**config.mk**
```make
export PLATFORM = sky130hd
export DESIGN_NAME = boot_image_selector
export DESIGN_NICKNAME = d
export VERILOG_FILES = /design/src/rtl/bis_pkg.sv /design/src/rtl/bis_sync.sv /design/src/rtl/bis_flash_seq.sv /design/src/rtl/bis_cmd_ctrl.sv /design/src/rtl/boot_image_selector.sv
export SDC_FILE = /design/constraint.sdc
export NUM_CORES = 1
export LEC_CHECK = 0
export BUFFER_PORTS_ARGS = -buffer_cell sky130_fd_sc_hd__buf_2
export CAP_MARGIN = 5
export CORE_UTILIZATION = 45
export DETAILED_ROUTE_END_ITERATION = 10
export PLACE_DENSITY_LB_ADDON = 0.05
export SYNTH_ARGS = -nofsm -noshare
export SYNTH_HDL_FRONTEND = slang
export SYNTH_SLANG_ARGS = --single-unit
```
**constraint.sdc**
```tcl
create_clock -name clk -period 3.3 [get_ports clk]
set_input_delay 0.495 -clock clk [delete_from_list [all_inputs] [get_ports clk]]
set_output_delay 0.495 -clock clk [all_outputs]
set_load 0.03 [all_outputs]
```
**src/rtl/bis_pkg.sv**
```systemverilog
package bis_pkg;
    typedef enum logic [2:0] {
        OP_SELECT     = 3'd0,
        OP_COMMIT     = 3'd1,
        OP_ERASE      = 3'd2,
        OP_PROGRAM    = 3'd3,
        OP_SAFE_ERASE = 3'd4,
        OP_CLEAR      = 3'd5
    } host_op_e;

    typedef enum logic [1:0] {
        JOB_ERASE   = 2'd0,
        JOB_PROGRAM = 2'd1,
        JOB_SAFE    = 2'd2
    } job_e;

    localparam logic FL_ERASE   = 1'b0;
    localparam logic FL_PROGRAM = 1'b1;
endpackage

```
**src/rtl/bis_sync.sv**
```systemverilog
module bis_sync #(
    parameter int W = 2
) (
    input  logic         clk,
    input  logic         rst_n,
    input  logic [W-1:0] async_i,
    output logic [W-1:0] sync_o
);
    typedef struct packed {
        logic [W-1:0] s1;
        logic [W-1:0] s2;
    } sync_t;

    sync_t sync_d, sync_q;

    always_comb begin
        sync_d    = sync_q;
        sync_d.s1 = async_i;
        sync_d.s2 = sync_q.s1;
    end

    always_ff @(posedge clk) begin
        if (!rst_n) sync_q <= '0;
        else        sync_q <= sync_d;
    end

    assign sync_o = sync_q.s2;
endmodule

```
**src/rtl/bis_flash_seq.sv**
```systemverilog
module bis_flash_seq
    import bis_pkg::*;
#(
    parameter int NUM_SLOTS  = 4,
    parameter int SLOT_SHIFT = 23,
    localparam int IDX_W     = $clog2(NUM_SLOTS),
    localparam int ADDR_W    = SLOT_SHIFT + IDX_W
) (
    input  logic              clk,
    input  logic              rst_n,
    input  logic              job_valid_i,
    input  job_e              job_kind_i,
    input  logic [ADDR_W-1:0] job_addr_i,
    output logic              seq_busy_o,
    output logic              flash_req_o,
    output logic              flash_op_o,
    output logic [ADDR_W-1:0] flash_addr_o,
    input  logic              flash_gnt_i
);
    localparam logic [IDX_W:0] SLOT_END = (IDX_W+1)'(NUM_SLOTS);

    typedef struct packed {
        logic              req;
        logic              op;
        logic [ADDR_W-1:0] addr;
        logic              safe;
        logic [IDX_W:0]    nxt;
    } seq_t;

    seq_t seq_d, seq_q;

    function automatic logic [ADDR_W-1:0] slot_base(input logic [IDX_W-1:0] s);
        return {s, {SLOT_SHIFT{1'b0}}};
    endfunction

    always_comb begin
        seq_d = seq_q;
        if (seq_q.req) begin
            if (flash_gnt_i) begin
                if (seq_q.safe && (seq_q.nxt < SLOT_END)) begin
                    seq_d.addr = slot_base(seq_q.nxt[IDX_W-1:0]);
                    seq_d.nxt  = seq_q.nxt + 1'b1;
                end else begin
                    seq_d.req  = 1'b0;
                    seq_d.safe = 1'b0;
                end
            end
        end else if (job_valid_i) begin
            seq_d.req = 1'b1;
            case (job_kind_i)
                JOB_PROGRAM: begin
                    seq_d.op   = FL_PROGRAM;
                    seq_d.addr = job_addr_i;
                end
                JOB_SAFE: begin
                    seq_d.op   = FL_ERASE;
                    seq_d.addr = slot_base(IDX_W'(1));
                    seq_d.safe = 1'b1;
                    seq_d.nxt  = (IDX_W+1)'(2);
                end
                default: begin
                    seq_d.op   = FL_ERASE;
                    seq_d.addr = job_addr_i;
                end
            endcase
        end
    end

    always_ff @(posedge clk) begin
        if (!rst_n) seq_q <= '0;
        else        seq_q <= seq_d;
    end

    assign seq_busy_o   = seq_q.req;
    assign flash_req_o  = seq_q.req;
    assign flash_op_o   = seq_q.op;
    assign flash_addr_o = seq_q.addr;

    // nothing sent to the flash may land in the factory slot
    assert_no_slot0_req_R5: assert property (@(posedge clk) disable iff (!rst_n)
        flash_req_o |-> (flash_addr_o[ADDR_W-1:SLOT_SHIFT] != '0));

    // a request holds its operation and address until granted
    assert_req_hold_R4: assert property (@(posedge clk) disable iff (!rst_n)
        (flash_req_o && !flash_gnt_i) |=>
            (flash_req_o && $stable(flash_addr_o) && $stable(flash_op_o)));

    // during safe erase a grant moves to the next slot up
    assert_safe_step_R7: assert property (@(posedge clk) disable iff (!rst_n)
        (flash_req_o && flash_gnt_i && seq_q.safe && (seq_q.nxt < SLOT_END)) |=>
            (flash_req_o && (flash_addr_o[ADDR_W-1:SLOT_SHIFT] ==
                             $past(flash_addr_o[ADDR_W-1:SLOT_SHIFT]) + 1'b1)));
endmodule

```
**src/rtl/bis_cmd_ctrl.sv**
```systemverilog
module bis_cmd_ctrl
    import bis_pkg::*;
#(
    parameter int NUM_SLOTS  = 4,
    parameter int SLOT_SHIFT = 23,
    parameter int SEL_W      = 3,
    localparam int IDX_W     = $clog2(NUM_SLOTS),
    localparam int ADDR_W    = SLOT_SHIFT + IDX_W
) (
    input  logic              clk,
    input  logic              rst_n,
    input  logic [IDX_W-1:0]  sw_sync_i,
    input  logic              cmd_valid_i,
    input  logic [2:0]        cmd_op_i,
    input  logic [SEL_W-1:0]  cmd_slot_i,
    input  logic [ADDR_W-1:0] cmd_addr_i,
    input  logic              seq_busy_i,
    output logic              job_valid_o,
    output job_e              job_kind_o,
    output logic [ADDR_W-1:0] job_addr_o,
    output logic              busy_o,
    output logic [IDX_W-1:0]  active_slot_o,
    output logic              prot_err_o,
    output logic              slot_err_o,
    output logic              cfg_start_o,
    output logic [ADDR_W-1:0] cfg_addr_o
);
    localparam logic [SEL_W:0] SLOT_LIMIT = (SEL_W+1)'(NUM_SLOTS);
    localparam logic [1:0]     BOOT_WAIT  = 2'd2;

    typedef struct packed {
        logic [1:0]        init_cnt;
        logic              ready;
        logic [SEL_W-1:0]  sel;
        logic [IDX_W-1:0]  active;
        logic              cfg_start;
        logic [ADDR_W-1:0] cfg_addr;
        logic              prot_err;
        logic              slot_err;
    } ctl_t;

    ctl_t ctl_d, ctl_q;
    logic accept;

    function automatic logic in_range(input logic [SEL_W-1:0] s);
        return ({1'b0, s} < SLOT_LIMIT);
    endfunction

    function automatic logic [ADDR_W-1:0] slot_base(input logic [IDX_W-1:0] s);
        return {s, {SLOT_SHIFT{1'b0}}};
    endfunction

    assign busy_o = !ctl_q.ready || seq_busy_i || ctl_q.cfg_start;
    assign accept = cmd_valid_i && !busy_o;

    always_comb begin
        ctl_d           = ctl_q;
        ctl_d.cfg_start = 1'b0;
        job_valid_o     = 1'b0;
        job_kind_o      = JOB_ERASE;
        job_addr_o      = '0;
        if (!ctl_q.ready) begin
            if (ctl_q.init_cnt == BOOT_WAIT) begin
                ctl_d.ready     = 1'b1;
                ctl_d.active    = sw_sync_i;
                ctl_d.cfg_start = 1'b1;
                ctl_d.cfg_addr  = slot_base(sw_sync_i);
            end else begin
                ctl_d.init_cnt = ctl_q.init_cnt + 2'd1;
            end
        end else if (accept) begin
            case (cmd_op_i)
                OP_SELECT: begin
                    ctl_d.sel = cmd_slot_i;
                    if (!in_range(cmd_slot_i)) ctl_d.slot_err = 1'b1;
                end
                OP_COMMIT: begin
                    if (in_range(ctl_q.sel)) begin
                        ctl_d.cfg_start = 1'b1;
                        ctl_d.active    = ctl_q.sel[IDX_W-1:0];
                        ctl_d.cfg_addr  = slot_base(ctl_q.sel[IDX_W-1:0]);
                    end else begin
                        ctl_d.slot_err = 1'b1;
                    end
                end
                OP_ERASE: begin
                    if (!in_range(cmd_slot_i)) begin
                        ctl_d.slot_err = 1'b1;
                    end else if (cmd_slot_i == '0) begin
                        ctl_d.prot_err = 1'b1;
                    end else begin
                        job_valid_o = 1'b1;
                        job_kind_o  = JOB_ERASE;
                        job_addr_o  = slot_base(cmd_slot_i[IDX_W-1:0]);
                    end
                end
                OP_PROGRAM: begin
                    if (cmd_addr_i[ADDR_W-1:SLOT_SHIFT] == '0) begin
                        ctl_d.prot_err = 1'b1;
                    end else begin
                        job_valid_o = 1'b1;
                        job_kind_o  = JOB_PROGRAM;
                        job_addr_o  = cmd_addr_i;
                    end
                end
                OP_SAFE_ERASE: begin
                    job_valid_o = 1'b1;
                    job_kind_o  = JOB_SAFE;
                end
                OP_CLEAR: begin
                    if (cmd_addr_i[0]) ctl_d.prot_err = 1'b0;
                    if (cmd_addr_i[1]) ctl_d.slot_err = 1'b0;
                end
                default: ;
            endcase
        end
    end

    always_ff @(posedge clk) begin
        if (!rst_n) ctl_q <= '0;
        else        ctl_q <= ctl_d;
    end

    assign active_slot_o = ctl_q.active;
    assign prot_err_o    = ctl_q.prot_err;
    assign slot_err_o    = ctl_q.slot_err;
    assign cfg_start_o   = ctl_q.cfg_start;
    assign cfg_addr_o    = ctl_q.cfg_addr;

    // a configuration start never lasts more than one cycle
    assert_single_pulse_R2: assert property (@(posedge clk) disable iff (!rst_n)
        cfg_start_o |=> !cfg_start_o);

    // committing an out-of-range slot gives an error and no pulse
    assert_bad_commit_R3: assert property (@(posedge clk) disable iff (!rst_n)
        (accept && cmd_op_i == OP_COMMIT && !in_range(ctl_q.sel)) |=>
            (!cfg_start_o && slot_err_o));

    // flags stay set unless a clear command addresses them
    assert_sticky_slot_R8: assert property (@(posedge clk) disable iff (!rst_n)
        (slot_err_o && !(accept && cmd_op_i == OP_CLEAR)) |=> slot_err_o);
    assert_sticky_prot_R8: assert property (@(posedge clk) disable iff (!rst_n)
        (prot_err_o && !(accept && cmd_op_i == OP_CLEAR)) |=> prot_err_o);

    // new flash work only starts when the sequencer is idle
    assert_job_when_idle_R9: assert property (@(posedge clk) disable iff (!rst_n)
        job_valid_o |-> !seq_busy_i);
endmodule

```
**src/rtl/boot_image_selector.sv**
```systemverilog
module boot_image_selector
    import bis_pkg::*;
#(
    parameter int NUM_SLOTS  = 4,
    parameter int SLOT_SHIFT = 23,
    parameter int SEL_W      = 3,
    localparam int IDX_W     = $clog2(NUM_SLOTS),
    localparam int ADDR_W    = SLOT_SHIFT + IDX_W
) (
    input  logic              clk,
    input  logic              rst_n,
    input  logic [IDX_W-1:0]  sw_i,
    input  logic              cmd_valid_i,
    input  logic [2:0]        cmd_op_i,
    input  logic [SEL_W-1:0]  cmd_slot_i,
    input  logic [ADDR_W-1:0] cmd_addr_i,
    output logic              busy_o,
    output logic [IDX_W-1:0]  active_slot_o,
    output logic              prot_err_o,
    output logic              slot_err_o,
    output logic              cfg_start_o,
    output logic [ADDR_W-1:0] cfg_addr_o,
    output logic              flash_req_o,
    output logic              flash_op_o,
    output logic [ADDR_W-1:0] flash_addr_o,
    input  logic              flash_gnt_i
);
    logic [IDX_W-1:0]  sw_sync;
    logic              job_valid;
    job_e              job_kind;
    logic [ADDR_W-1:0] job_addr;
    logic              seq_busy;

    bis_sync #(.W(IDX_W)) u_sync (
        .clk     (clk),
        .rst_n   (rst_n),
        .async_i (sw_i),
        .sync_o  (sw_sync)
    );

    bis_cmd_ctrl #(
        .NUM_SLOTS  (NUM_SLOTS),
        .SLOT_SHIFT (SLOT_SHIFT),
        .SEL_W      (SEL_W)
    ) u_ctrl (
        .clk           (clk),
        .rst_n         (rst_n),
        .sw_sync_i     (sw_sync),
        .cmd_valid_i   (cmd_valid_i),
        .cmd_op_i      (cmd_op_i),
        .cmd_slot_i    (cmd_slot_i),
        .cmd_addr_i    (cmd_addr_i),
        .seq_busy_i    (seq_busy),
        .job_valid_o   (job_valid),
        .job_kind_o    (job_kind),
        .job_addr_o    (job_addr),
        .busy_o        (busy_o),
        .active_slot_o (active_slot_o),
        .prot_err_o    (prot_err_o),
        .slot_err_o    (slot_err_o),
        .cfg_start_o   (cfg_start_o),
        .cfg_addr_o    (cfg_addr_o)
    );

    bis_flash_seq #(
        .NUM_SLOTS  (NUM_SLOTS),
        .SLOT_SHIFT (SLOT_SHIFT)
    ) u_seq (
        .clk          (clk),
        .rst_n        (rst_n),
        .job_valid_i  (job_valid),
        .job_kind_i   (job_kind),
        .job_addr_i   (job_addr),
        .seq_busy_o   (seq_busy),
        .flash_req_o  (flash_req_o),
        .flash_op_o   (flash_op_o),
        .flash_addr_o (flash_addr_o),
        .flash_gnt_i  (flash_gnt_i)
    );
endmodule

```
==> impl_results.md <==
- Height of the die: approximately 74 µm
- Lkg Pwr: 1.18 nW
- Post-Syn Area: between 0.002 and 0.0025 mm²
- Max-Cap Viols: 0
- FF-to-FF path depth: 6
- Clock Skews: 0.00460 ns
- Status: complete, no violations
- FF-to-FF Start: u_ctrl.ctl_q[33]
- Vias per cell: approximately 4.8
- Top cells by area, synth: dfxtp_1, buf_4, a22o_1, nor2_1, ha_1
- Synthesized instance count: 239
- Crit-path max FO: 23
- Total GRT Usage: 15.4%
- Switching pwr: ~0.35 mW
- Clk Latency, worst-skew pair: slightly below 0.3 ns
- Met2 usage: between 20% and 30%
- Synthesized flop and latch total: 46
- YS warnings: 0
- Final wirelength: 4140 µm
- Cts repair resizes: 0
- # IOs: 95
- Clock power share: ~30%
- Die ar.: between 0.005 and 0.006 mm²
- WHS Endpoint: u_sync.sync_d[0]
- RSZ-0062 raised after global routing: no
- Slew Limit Headroom: 36.7%
- Power per Cell Area: around 460 mW/mm²
- GR Util met3: between 4 and 5%
- Busiest grt layer: met2
- Hold path cells: 2
- DRC: 0
- Starting Density: slightly below 50%
- EDFF count, synth: 0
- Core area: 0.00488 mm²
- Worst-case clock buffer depth: 2
- CP required: 3.53 ns
- Startpoint types: flip-flop
- ANT nets after route: 0
- Wirelength per Cell: ~12 µm
- Final cell count without fillers: between 300 and 400
- Logic gate share of total power: a little under a fifth
- Root Driver: clkbuf_8
- Initial antenna violation count: 0
- Cts bufs inserted: 5
- First-pass GRT wire length: between 6000 and 7000 µm
- Critical path capture point type: flip-flop
- Synth Area per Inst: 9.81 µm²
- Max VDD drop: between 0.2 and 0.3 mV
- CTS clk-pin slew, worst paths: ~0.080 ns
- Fin nets: roughly 320
- Vias: between 1500 and 2000
- Hold wc startpoint: sw_i[0]
- Placer Congestion: between 0.8 and 0.9
- Setup Fix Bufs, Post-CTS: 0
- Fin. max-slew vios: 0
- Post-synthesis sequential area ratio: between 30% and 40%
- # rows: 25
- Pin count of the biggest net entering global routing: 24
- Min Tclk post-route: between 2 and 3 ns
- Vias in the first global route: 1378
- Total gr overflow: 0
- Post-synth top flop: dfxtp_1
- Final hold viol count: 0
- Worst hold slack: around 0.40 ns
- Int Power: about 0.8 mW
- Die Width: between 70 and 80 µm
- Layout Area Growth over Synthesis: 6.83%
- Clock Sink Count: 46
- CTS Hold Bufs: 0
- Iteration-0 DRC Markers: 39
- Critical path data arrival time: around 3.1 ns
- R2r setup slk: 0.41 ns
- Share of the synthesized area in the top cell type: 39.3%
- Worst Tran Pin Value: around 0.95 ns
- Fraction of layout cells with a size suffix above 1: roughly 33%
- Sw frac: between 30 and 40%
- Setup-failing EPs final: 0
- FMAX: 346 MHz
- Setup TNS: 0 ns
- I/O Buffers: about 70
- Dpl cells: between 300 and 400
- GR met1 Demand/Resource: between 20% and 30%
- Worst Setup Path Type: reg -> reg
- Post-synth top area cell: dfxtp_1
- Antenna Cells: 0
- Hold crit path type: in -> reg
- First-pass DRT Iterations: 5
- Final worst path period share: between 80 and 90%
- CTS tree: yes
- Commonest non-fill, non-tap cells in the layout: buf_2, dfxtp_1, conb_1
- Asr flop ratio synth: 0%
- H-tree depth: 2
- Commonest non-fill, non-tap cell in the layout: buf_2
- Post-DP HPWL: 3070 µm
- Reg-to-reg endpoint: u_seq.flash_addr_o[17]
- Sequential fraction of design power: between 50% and 60%
- Synth cell types: 48
[per-stage QoR]
stage	area (µm²)	power (mW)	worst slack [ns]	utilization (%)
finish	2500	1.14	0.409	51.3
global route	2500	1.22	0.113	51.3
CTS	2500	1.17	0.313	51.3
detailed placement	2410	0.822	0.109	49.5
global placement	2410	0.822	0.167	49.5
floorplan	2430	0.796	0.825	-
[area by class of cell]
cell class | count | area [µm²]
Sequential cell | 46 | 921
Inverter | 4 | 15.0
Tap cell | 67 | 83.8
Clock buffer | 5 | 68.8
Fill cell | 515 | 2380
Timing Repair Buffer | 73 | 370
Multi-Input combinational cell | 149 | 1020
Clock inverter | 3 | 21.3
[critical path, cell delays in order (launching register included)]
cell,delay (ns)
dfxtp_1,0.48
nor4bb_1,0.55
nand2_1,0.20
ha_1,0.37
o21ai_0,0.15
a211oi_4,0.82
a22o_1,0.26
[registers in the layout, indices dropped and copies added, names as in the netlist, 2 cells and up]
signal              count
u_sync.sync_d           2
u_seq.seq_q             4
u_ctrl.ctl_q            6
u_sync.sync_o           2
u_seq.flash_addr_o     25
[cells by family (layout without fill, tap and decap cells)]
group / count (synthesis) / after routing / synth area share, %
other cells: 1 / 23 / 0.160
flops: 46 / 46 / 39.3
fa+ha+maj: 5 / 5 / 2.67
simple gates: 58 / 58 / 13.6
xor+xnor: 1 / 1 / 0.374
compound gates: 57 / 57 / 21.2
mux: 5 / 5 / 2.19
buf+inv: 66 / 85 / 20.6
[synthesized netlist by cell type (2+ instances only)]
cell      count
buf_4        54
dfxtp_1      46
a22o_1       22
nor2_1       19
nand2_1      13
a21oi_1       8
and2_1        5
ha_1          5
buf_6         4
inv_1         4
mux2i_1       4
nor2b_1       4
o21ai_0       4
a211oi_1      3
clkbuf_1      3
nand3_1       3
nor3b_1       3
a22oi_1       2
a311oi_1      2
o211ai_1      2
o21ai_1       2
[power by group through the flow]
stage	clock [mW]	sequential, mW	combinational [mW]
floorplan	0	0.612	0.184
global placement	0	0.611	0.211
detailed placement	0	0.611	0.211
CTS	0.356	0.598	0.212
global route	0.384	0.603	0.233
finish	0.337	0.597	0.210
[worst max path at each step]
| stage | from | to | slack [ns] | depth (start not counted) |
|---|---|---|---|---|
| final | u_ctrl.ctl_q[33] | u_seq.flash_addr_o[17] | 0.41 | 6 |
| after global routing | u_ctrl.ctl_q[33] | u_seq.flash_addr_o[19] | 0.11 | 6 |
| after CTS | u_ctrl.ctl_q[33] | u_seq.flash_addr_o[17] | 0.31 | 6 |
| after detailed placement | cmd_op_i[2] | u_seq.flash_addr_o[17] | 0.11 | 7 |
| after global placement | cmd_op_i[0] | u_seq.flash_addr_o[2] | 0.17 | 7 |
| after floorplan | cmd_op_i[0] | u_seq.flash_addr_o[0] | 0.83 | 8 |
[routing by layer]
metal | vias to the layer above | part of all wire [%]
met5 | - | 0
met1 | 755 | 50
met4 | 0 | 0.29
met2 | 57 | 43
li1 | 847 | -
met3 | 2 | 7.2
Note: power is estimated with default switching activity, not from simulation.
